**config.mk**
```make
export PLATFORM = sky130hd
export DESIGN_NAME = pcl_level_stack
export DESIGN_NICKNAME = d
export VERILOG_FILES = /design/src/rtl/pcl_pkg.sv /design/src/rtl/pcl_decode.sv /design/src/rtl/pcl_stack.sv /design/src/rtl/pcl_level_stack.sv
export SDC_FILE = /design/constraint.sdc
export NUM_CORES = 1
export LEC_CHECK = 0
export BUFFER_PORTS_ARGS = -buffer_cell sky130_fd_sc_hd__buf_4
export CAP_MARGIN = 20
export CORE_MARGIN = 1.5
export CORE_UTILIZATION = 60
export DETAILED_ROUTE_END_ITERATION = 7
export GPL_TIMING_DRIVEN = 0
export PLACE_DENSITY = 0.77
export SYNTH_ARGS = -nofsm -noshare
export SYNTH_HDL_FRONTEND = slang
export SYNTH_HIERARCHICAL = 1
export SYNTH_SLANG_ARGS = --single-unit
```
**constraint.sdc**
```tcl
create_clock -name clk_i -period 7.07 [get_ports clk_i]
set_clock_uncertainty 0.15 [all_clocks]
set_input_delay 0 -clock clk_i [delete_from_list [all_inputs] [get_ports clk_i]]
set_output_delay 0 -clock clk_i [all_outputs]
set_load 0.02 [all_outputs]
```
**src/rtl/pcl_pkg.sv**
```systemverilog
package pcl_pkg;
  typedef enum logic [3:0] {
    CMD_NOP       = 4'd0,
    CMD_ACQUIRE   = 4'd1,
    CMD_RELEASE   = 4'd2,
    CMD_OS_MASK   = 4'd3,
    CMD_OS_UNMASK = 4'd4,
    CMD_ALL_MASK  = 4'd5,
    CMD_ALL_UNMASK= 4'd6,
    CMD_SCHED_LOCK= 4'd7,
    CMD_SCHED_FREE= 4'd8,
    CMD_SCHED_PT  = 4'd9
  } cmd_e;
endpackage

```
**src/rtl/pcl_decode.sv**
```systemverilog
module pcl_decode
  import pcl_pkg::*;
#(
  parameter int LVL_W    = 4,
  parameter int TASK_TOP = 8,
  parameter int OS_TOP   = 11,
  parameter int ALL_TOP  = 15
) (
  input  logic [3:0]       cmd_i,
  input  logic [LVL_W-1:0] arg_i,
  input  logic [LVL_W-1:0] lvl_i,
  output logic             push_o,
  output logic             pop_o,
  output logic             dip_o,
  output logic [LVL_W-1:0] raise_o,
  output logic [LVL_W-1:0] dip_lvl_o
);
  localparam logic [LVL_W-1:0] TaskL = LVL_W'(TASK_TOP);
  localparam logic [LVL_W-1:0] OsL   = LVL_W'(OS_TOP);
  localparam logic [LVL_W-1:0] AllL  = LVL_W'(ALL_TOP);

  logic [LVL_W-1:0] tgt;

  always_comb begin
    push_o = 1'b0;
    pop_o  = 1'b0;
    dip_o  = 1'b0;
    tgt    = lvl_i;
    case (cmd_e'(cmd_i))
      CMD_ACQUIRE:    begin push_o = 1'b1; tgt = arg_i; end
      CMD_OS_MASK:    begin push_o = 1'b1; tgt = OsL;   end
      CMD_ALL_MASK:   begin push_o = 1'b1; tgt = AllL;  end
      CMD_SCHED_LOCK: begin push_o = 1'b1; tgt = TaskL; end
      CMD_RELEASE,
      CMD_OS_UNMASK,
      CMD_ALL_UNMASK,
      CMD_SCHED_FREE: pop_o = 1'b1;
      CMD_SCHED_PT:   dip_o = 1'b1;
      default:        ;
    endcase
  end

  // raises never lower the level
  assign raise_o   = (tgt > lvl_i) ? tgt : lvl_i;
  assign dip_lvl_o = (arg_i < lvl_i) ? arg_i : lvl_i;
endmodule

```
**src/rtl/pcl_stack.sv**
```systemverilog
module pcl_stack #(
  parameter int LVL_W = 4,
  parameter int DEPTH = 8
) (
  input  logic             clk_i,
  input  logic             rst_ni,
  input  logic             push_i,
  input  logic             pop_i,
  input  logic [LVL_W-1:0] data_i,
  output logic [LVL_W-1:0] top_o,
  output logic             full_o,
  output logic             empty_o
);
  localparam int CNT_W = $clog2(DEPTH + 1);

  logic [CNT_W-1:0]            cnt_q;
  logic [DEPTH-1:0][LVL_W-1:0] mem;

  for (genvar g = 0; g < DEPTH; g++) begin : g_ent
    logic [LVL_W-1:0] ent_q;
    always_ff @(posedge clk_i or negedge rst_ni) begin
      if (!rst_ni)                             ent_q <= '0;
      else if (push_i && cnt_q == CNT_W'(g))   ent_q <= data_i;
    end
    assign mem[g] = ent_q;
  end

  always_ff @(posedge clk_i or negedge rst_ni) begin
    if (!rst_ni)      cnt_q <= '0;
    else if (push_i)  cnt_q <= cnt_q + CNT_W'(1);
    else if (pop_i)   cnt_q <= cnt_q - CNT_W'(1);
  end

  always_comb begin
    top_o = '0;
    for (int i = 0; i < DEPTH; i++)
      if (cnt_q == CNT_W'(i + 1)) top_o = mem[i];
  end

  assign full_o  = (cnt_q == CNT_W'(DEPTH));
  assign empty_o = (cnt_q == '0);
endmodule

```
**src/rtl/pcl_level_stack.sv**
```systemverilog
module pcl_level_stack #(
  parameter int LVL_W    = 4,
  parameter int DEPTH    = 8,
  parameter int TASK_TOP = 8,
  parameter int OS_TOP   = 11,
  parameter int ALL_TOP  = 15
) (
  input  logic             clk_i,
  input  logic             rst_ni,
  input  logic             cmd_valid_i,
  input  logic [3:0]       cmd_i,
  input  logic [LVL_W-1:0] arg_i,
  output logic [LVL_W-1:0] level_o,
  output logic             err_o
);
  logic [LVL_W-1:0] level_q, saved_q, raise_w, dip_lvl_w, top_w;
  logic             dip_q, err_q;
  logic             push_w, pop_w, dip_w, full_w, empty_w;
  logic             act, push_ok, pop_ok, bad;

  pcl_decode #(
    .LVL_W(LVL_W), .TASK_TOP(TASK_TOP), .OS_TOP(OS_TOP), .ALL_TOP(ALL_TOP)
  ) u_dec (
    .cmd_i(cmd_i), .arg_i(arg_i), .lvl_i(level_q),
    .push_o(push_w), .pop_o(pop_w), .dip_o(dip_w),
    .raise_o(raise_w), .dip_lvl_o(dip_lvl_w)
  );

  // commands are dropped during the schedule-point dip
  assign act     = cmd_valid_i && !dip_q;
  assign push_ok = act && push_w && !full_w;
  assign pop_ok  = act && pop_w && !empty_w;
  assign bad     = act && ((push_w && full_w) || (pop_w && empty_w));

  pcl_stack #(.LVL_W(LVL_W), .DEPTH(DEPTH)) u_stk (
    .clk_i(clk_i), .rst_ni(rst_ni),
    .push_i(push_ok), .pop_i(pop_ok), .data_i(level_q),
    .top_o(top_w), .full_o(full_w), .empty_o(empty_w)
  );

  always_ff @(posedge clk_i or negedge rst_ni) begin
    if (!rst_ni) begin
      level_q <= '0;
      saved_q <= '0;
      dip_q   <= 1'b0;
    end else if (dip_q) begin
      level_q <= saved_q;
      dip_q   <= 1'b0;
    end else if (push_ok) begin
      level_q <= raise_w;
    end else if (pop_ok) begin
      level_q <= top_w;
    end else if (act && dip_w) begin
      saved_q <= level_q;
      level_q <= dip_lvl_w;
      dip_q   <= 1'b1;
    end
  end

  always_ff @(posedge clk_i or negedge rst_ni) begin
    if (!rst_ni) err_q <= 1'b0;
    else if (bad) err_q <= 1'b1;
  end

  assign level_o = level_q;
  assign err_o   = err_q;
endmodule

```
==> metrics.md <==
| Metric | Value |
|---|---|
| Worst setup SP type | flip-flop |
| Hold Fails Final Rpt | 0 |
| Crit path time final | between 3 and 4 ns |
| Primary FF master, synth | dfrtp_1 |
| Hpwl dp | 4140 um |
| PwrDens | between 300 and 400 mW/mm2 |
| Worst slew pin tran | 0.594 ns |
| # DRC | 0 |
| Largest net degree at the start of global routing | 47 |
| Total wire length | 5720 um |
| GRT Util Overall | 0.238 |
| FF+latch count, synth | between 40 and 50 |
| Clock buffer depth | 2 |
| Ys async rst share | 1.00 |
| Count of final setup violators | 0 |
| Vias in the first global route | 1,852 |
| H-Tree Depth | 2 |
| Slowest cell on crit path | dfrtp_1 |
| Layout cells sized above 1 | 0.289 |
| Synth-to-Final Area Change | 10.6% |
| Core area | 0.00438 mm2 |
| Routed WL per cell | about 17 um |
| Final #Nets | 301 |
| Die height | 70.5 um |
| Root buffer cell | clkbuf_8 |
| Total grt overflow | 0 |
| Max Clk Rate | 325 MHz |
| Worst skew pair latency | about 0.3 ns |
| Register area share after synthesis | 0.420 |
| Critical path peak fanout | 10 |
| Final TNS setup | 0 ns |
| Clk sinks | 46 |
| CTS buffer count | 5 |
| Tcrit/Tclk final | 0.435 |
| Vias post-DR | 1,992 |
| Synth Instances | roughly 260 |
| CP peak stage delay | 0.46 ns |
| Initial DRC count | between 100 and 150 |
| N_diodes | 0 |
| Cell family with most CP delay | simple AND/OR/NAND/NOR gates |
| Relative slew margins | 0.604 |
| Worst EP arrival | about 3.1 ns |
| Clock Pin Slew Worst Setup and Hold Paths | 0.09 ns |
| Detail Route Antenna Nets | 0 |
| Fin util | 0.691 |
| Lkg Pwr | approximately 1.4 nW |
| Worst Setup End Kind | flip-flop |
| CP Class | reg -> reg |
| Crit-path cells | inv_1 -> ha_1 -> nand2_1 -> or2_1 -> inv_1 -> and2b_1 -> nand2_1 -> inv_1 -> buf_2 -> nand3_1 -> mux2_2 |
| Die area | 0.00498 mm2 |
| Worst VDD drop | 0.228 mV |
| CTS tree | built |
| RSZ-0062 raised after global routing | no |
| Critical Path RT | 7.12 ns |
| Post-synth EDFFs | 0 |
| Most common cell after layout, fill and taps aside | dfrtp_1 |
| Max-slew violations | 0 |
| Avg Cell Area, Syn | 10.7 um2 |
| Die W | roughly 70 um |
| Synth Net Count | 277 |
| Ports | 16 |
| Postcts setup bufs | 0 |
| Max-cap viol count | 0 |
| Yosys warns | 6 |
| Placer's final routability congestion estimate | 0.860 |
| PortBufs | 15 |
| Crit. Startpoint | u_stk/cnt_q[0]$_DFFE_PN0P_ |
| Reg2reg start | u_stk/cnt_q[0]$_DFFE_PN0P_ |
| Status | finished clean |
| Synth unique cells | 49 |
| Vias per cell | 6.00 |
| Filler cells | 353 |
| Synthesized area | between 0.002 and 0.003 mm2 |
| Starting Density | 0.624 |
| First-pass GRT wire length | a little over 9000 um |
| Commonest non-fill, non-tap cells in the layout | 46 x dfrtp_1, 37 x mux2_2, 15 x nand2_1, 15 x buf_4, 14 x inv_1 |
| Worst hold path type | in -> reg |
| DR pass1 iterations | 4 |
| Initial antenna violation count | 0 |
| FP Rows | 24 |
| Cell mode on critical path | inv_1 |
| Hold_sp | cmd_i[0] |
| CP Buf/Inv Count | 4 |
-- stage by stage --
stage                     cells  hold slack, ns  instance area (um2)  setup WS, ns  total power [mW]
after floorplan             255          -0.446                 2740          4.50             0.853
after global placement      322          -0.117                 2920          4.08             0.999
after detailed placement    322          -0.117                 2920          4.02              1.01
after CTS                   332          0.0264                 3030          4.01              1.18
after global routing        332          0.0671                 3030          3.75              1.26
final                       332          0.0329                 3030          3.99              1.18
-- area by class of cell --
cell class                 instances  area, um2  share of cell area
multi-input combinational        186       1480               0.490
sequential                        46       1150               0.380
timing repair buffer              17        133              0.0438
clock buffer                       5       68.8              0.0227
tap                               52       65.1              0.0215
inverter                          14       52.6              0.0174
buffer                             9       51.3              0.0169
clock inverter                     3       23.8             0.00785
-- sequential cells by signal (all words and copies together) (netlist names) --
| register | count |
|---|---|
| err_o | 1 |
| u_stk/g_ent.ent_q | 32 |
| u_stk/cnt_q | 4 |
| saved_q | 4 |
| level_o | 4 |
| dip_q | 1 |
-- cell families after synthesis --
group | after synthesis | synth area share
DFF | 46 | 0.420
AOI/OAI and AO/OA | 59 | 0.157
xor gates and xnor gates | 4 | 0.0128
buffers and inverters | 23 | 0.0379
adders and majority gates | 11 | 0.0503
and+or+nand+nor | 68 | 0.141
muxes | 44 | 0.180
-- path summary, 6_finish.rpt --
check                      cells after the start  slack [ns]                             endpoint
setup / recovery                              11        3.99  u_stk/g_ent[6].ent_q[1]$_DFFE_PN0P_
hold / removal                                 4        0.03                      dip_q$_DFF_PN0_
setup reg to reg                              11        3.99  u_stk/g_ent[6].ent_q[1]$_DFFE_PN0P_
hold reg to reg                                1        0.31                    err_o$_DFFE_PN0P_
max in group asynchronous                      2        6.28               level_o[1]$_DFFE_PN0P_
min in group asynchronous                      2        0.09  u_stk/g_ent[7].ent_q[2]$_DFFE_PN0P_
-- Yosys cell counts (2+ instances only) --
master	count	area, um2
ha_1	11	138
nand2b_1	4	25.0
o31ai_2	4	50.1
nor2_1	11	41.3
inv_1	14	52.6
o21ai_0	12	60.1
xnor2_1	2	17.5
nand2_1	15	56.3
a22o_1	3	26.3
a21oi_1	13	65.1
mux2_2	37	417
xor2_1	2	17.5
a22oi_1	5	37.5
and2_1	5	31.3
mux2i_1	5	50.1
nor3_1	3	15.0
dfrtp_1	46	1150
and2b_1	3	22.5
or3_1	2	12.5
a221oi_1	4	35.0
nand3_1	4	20.0
o21a_1	3	22.5
or2_1	2	12.5
buf_2	8	40.0
and3_1	5	31.3
o22ai_1	4	25.0
o221ai_1	3	26.3
nor2b_1	4	25.0
-- routing by layer --
| metal | up-vias | track usage | wire, um |
|---|---|---|---|
| li1 | 976 | - | - |
| met1 | 977 | 0.349 | 2910 |
| met2 | 31 | 0.369 | 2580 |
| met3 | 8 | 0.0484 | 145 |
| met4 | 0 | 0.0587 | 85 |
| met5 | - | 0 | 0 |
-- worst reg2reg max path, stage by stage (launching register included) --
cell and delay (ns):
dfrtp_1 0.46, inv_1 0.10, ha_1 0.29, nand2_1 0.16, or2_1 0.22, inv_1 0.10, and2b_1 0.35, nand2_1 0.20
inv_1 0.17, buf_2 0.23, nand3_1 0.22, mux2_2 0.33
-- timing repair --
item,in CTS,in global routing
endpoints found under the setup margin,0,0
resized for setup,0,0
endpoints found under the hold margin,51,0
hold buffers,2,0
-- where the power goes --
group | total (mW) | leakage [nW] | switching (mW) | internal (mW)
logic | 0.548 | 0.796 | 0.279 | 0.269
registers | 0.470 | 0.601 | 0.117 | 0.353
clock network | 0.164 | 0.0408 | 0.0929 | 0.0707
Note: power is estimated with default switching activity, not from simulation.
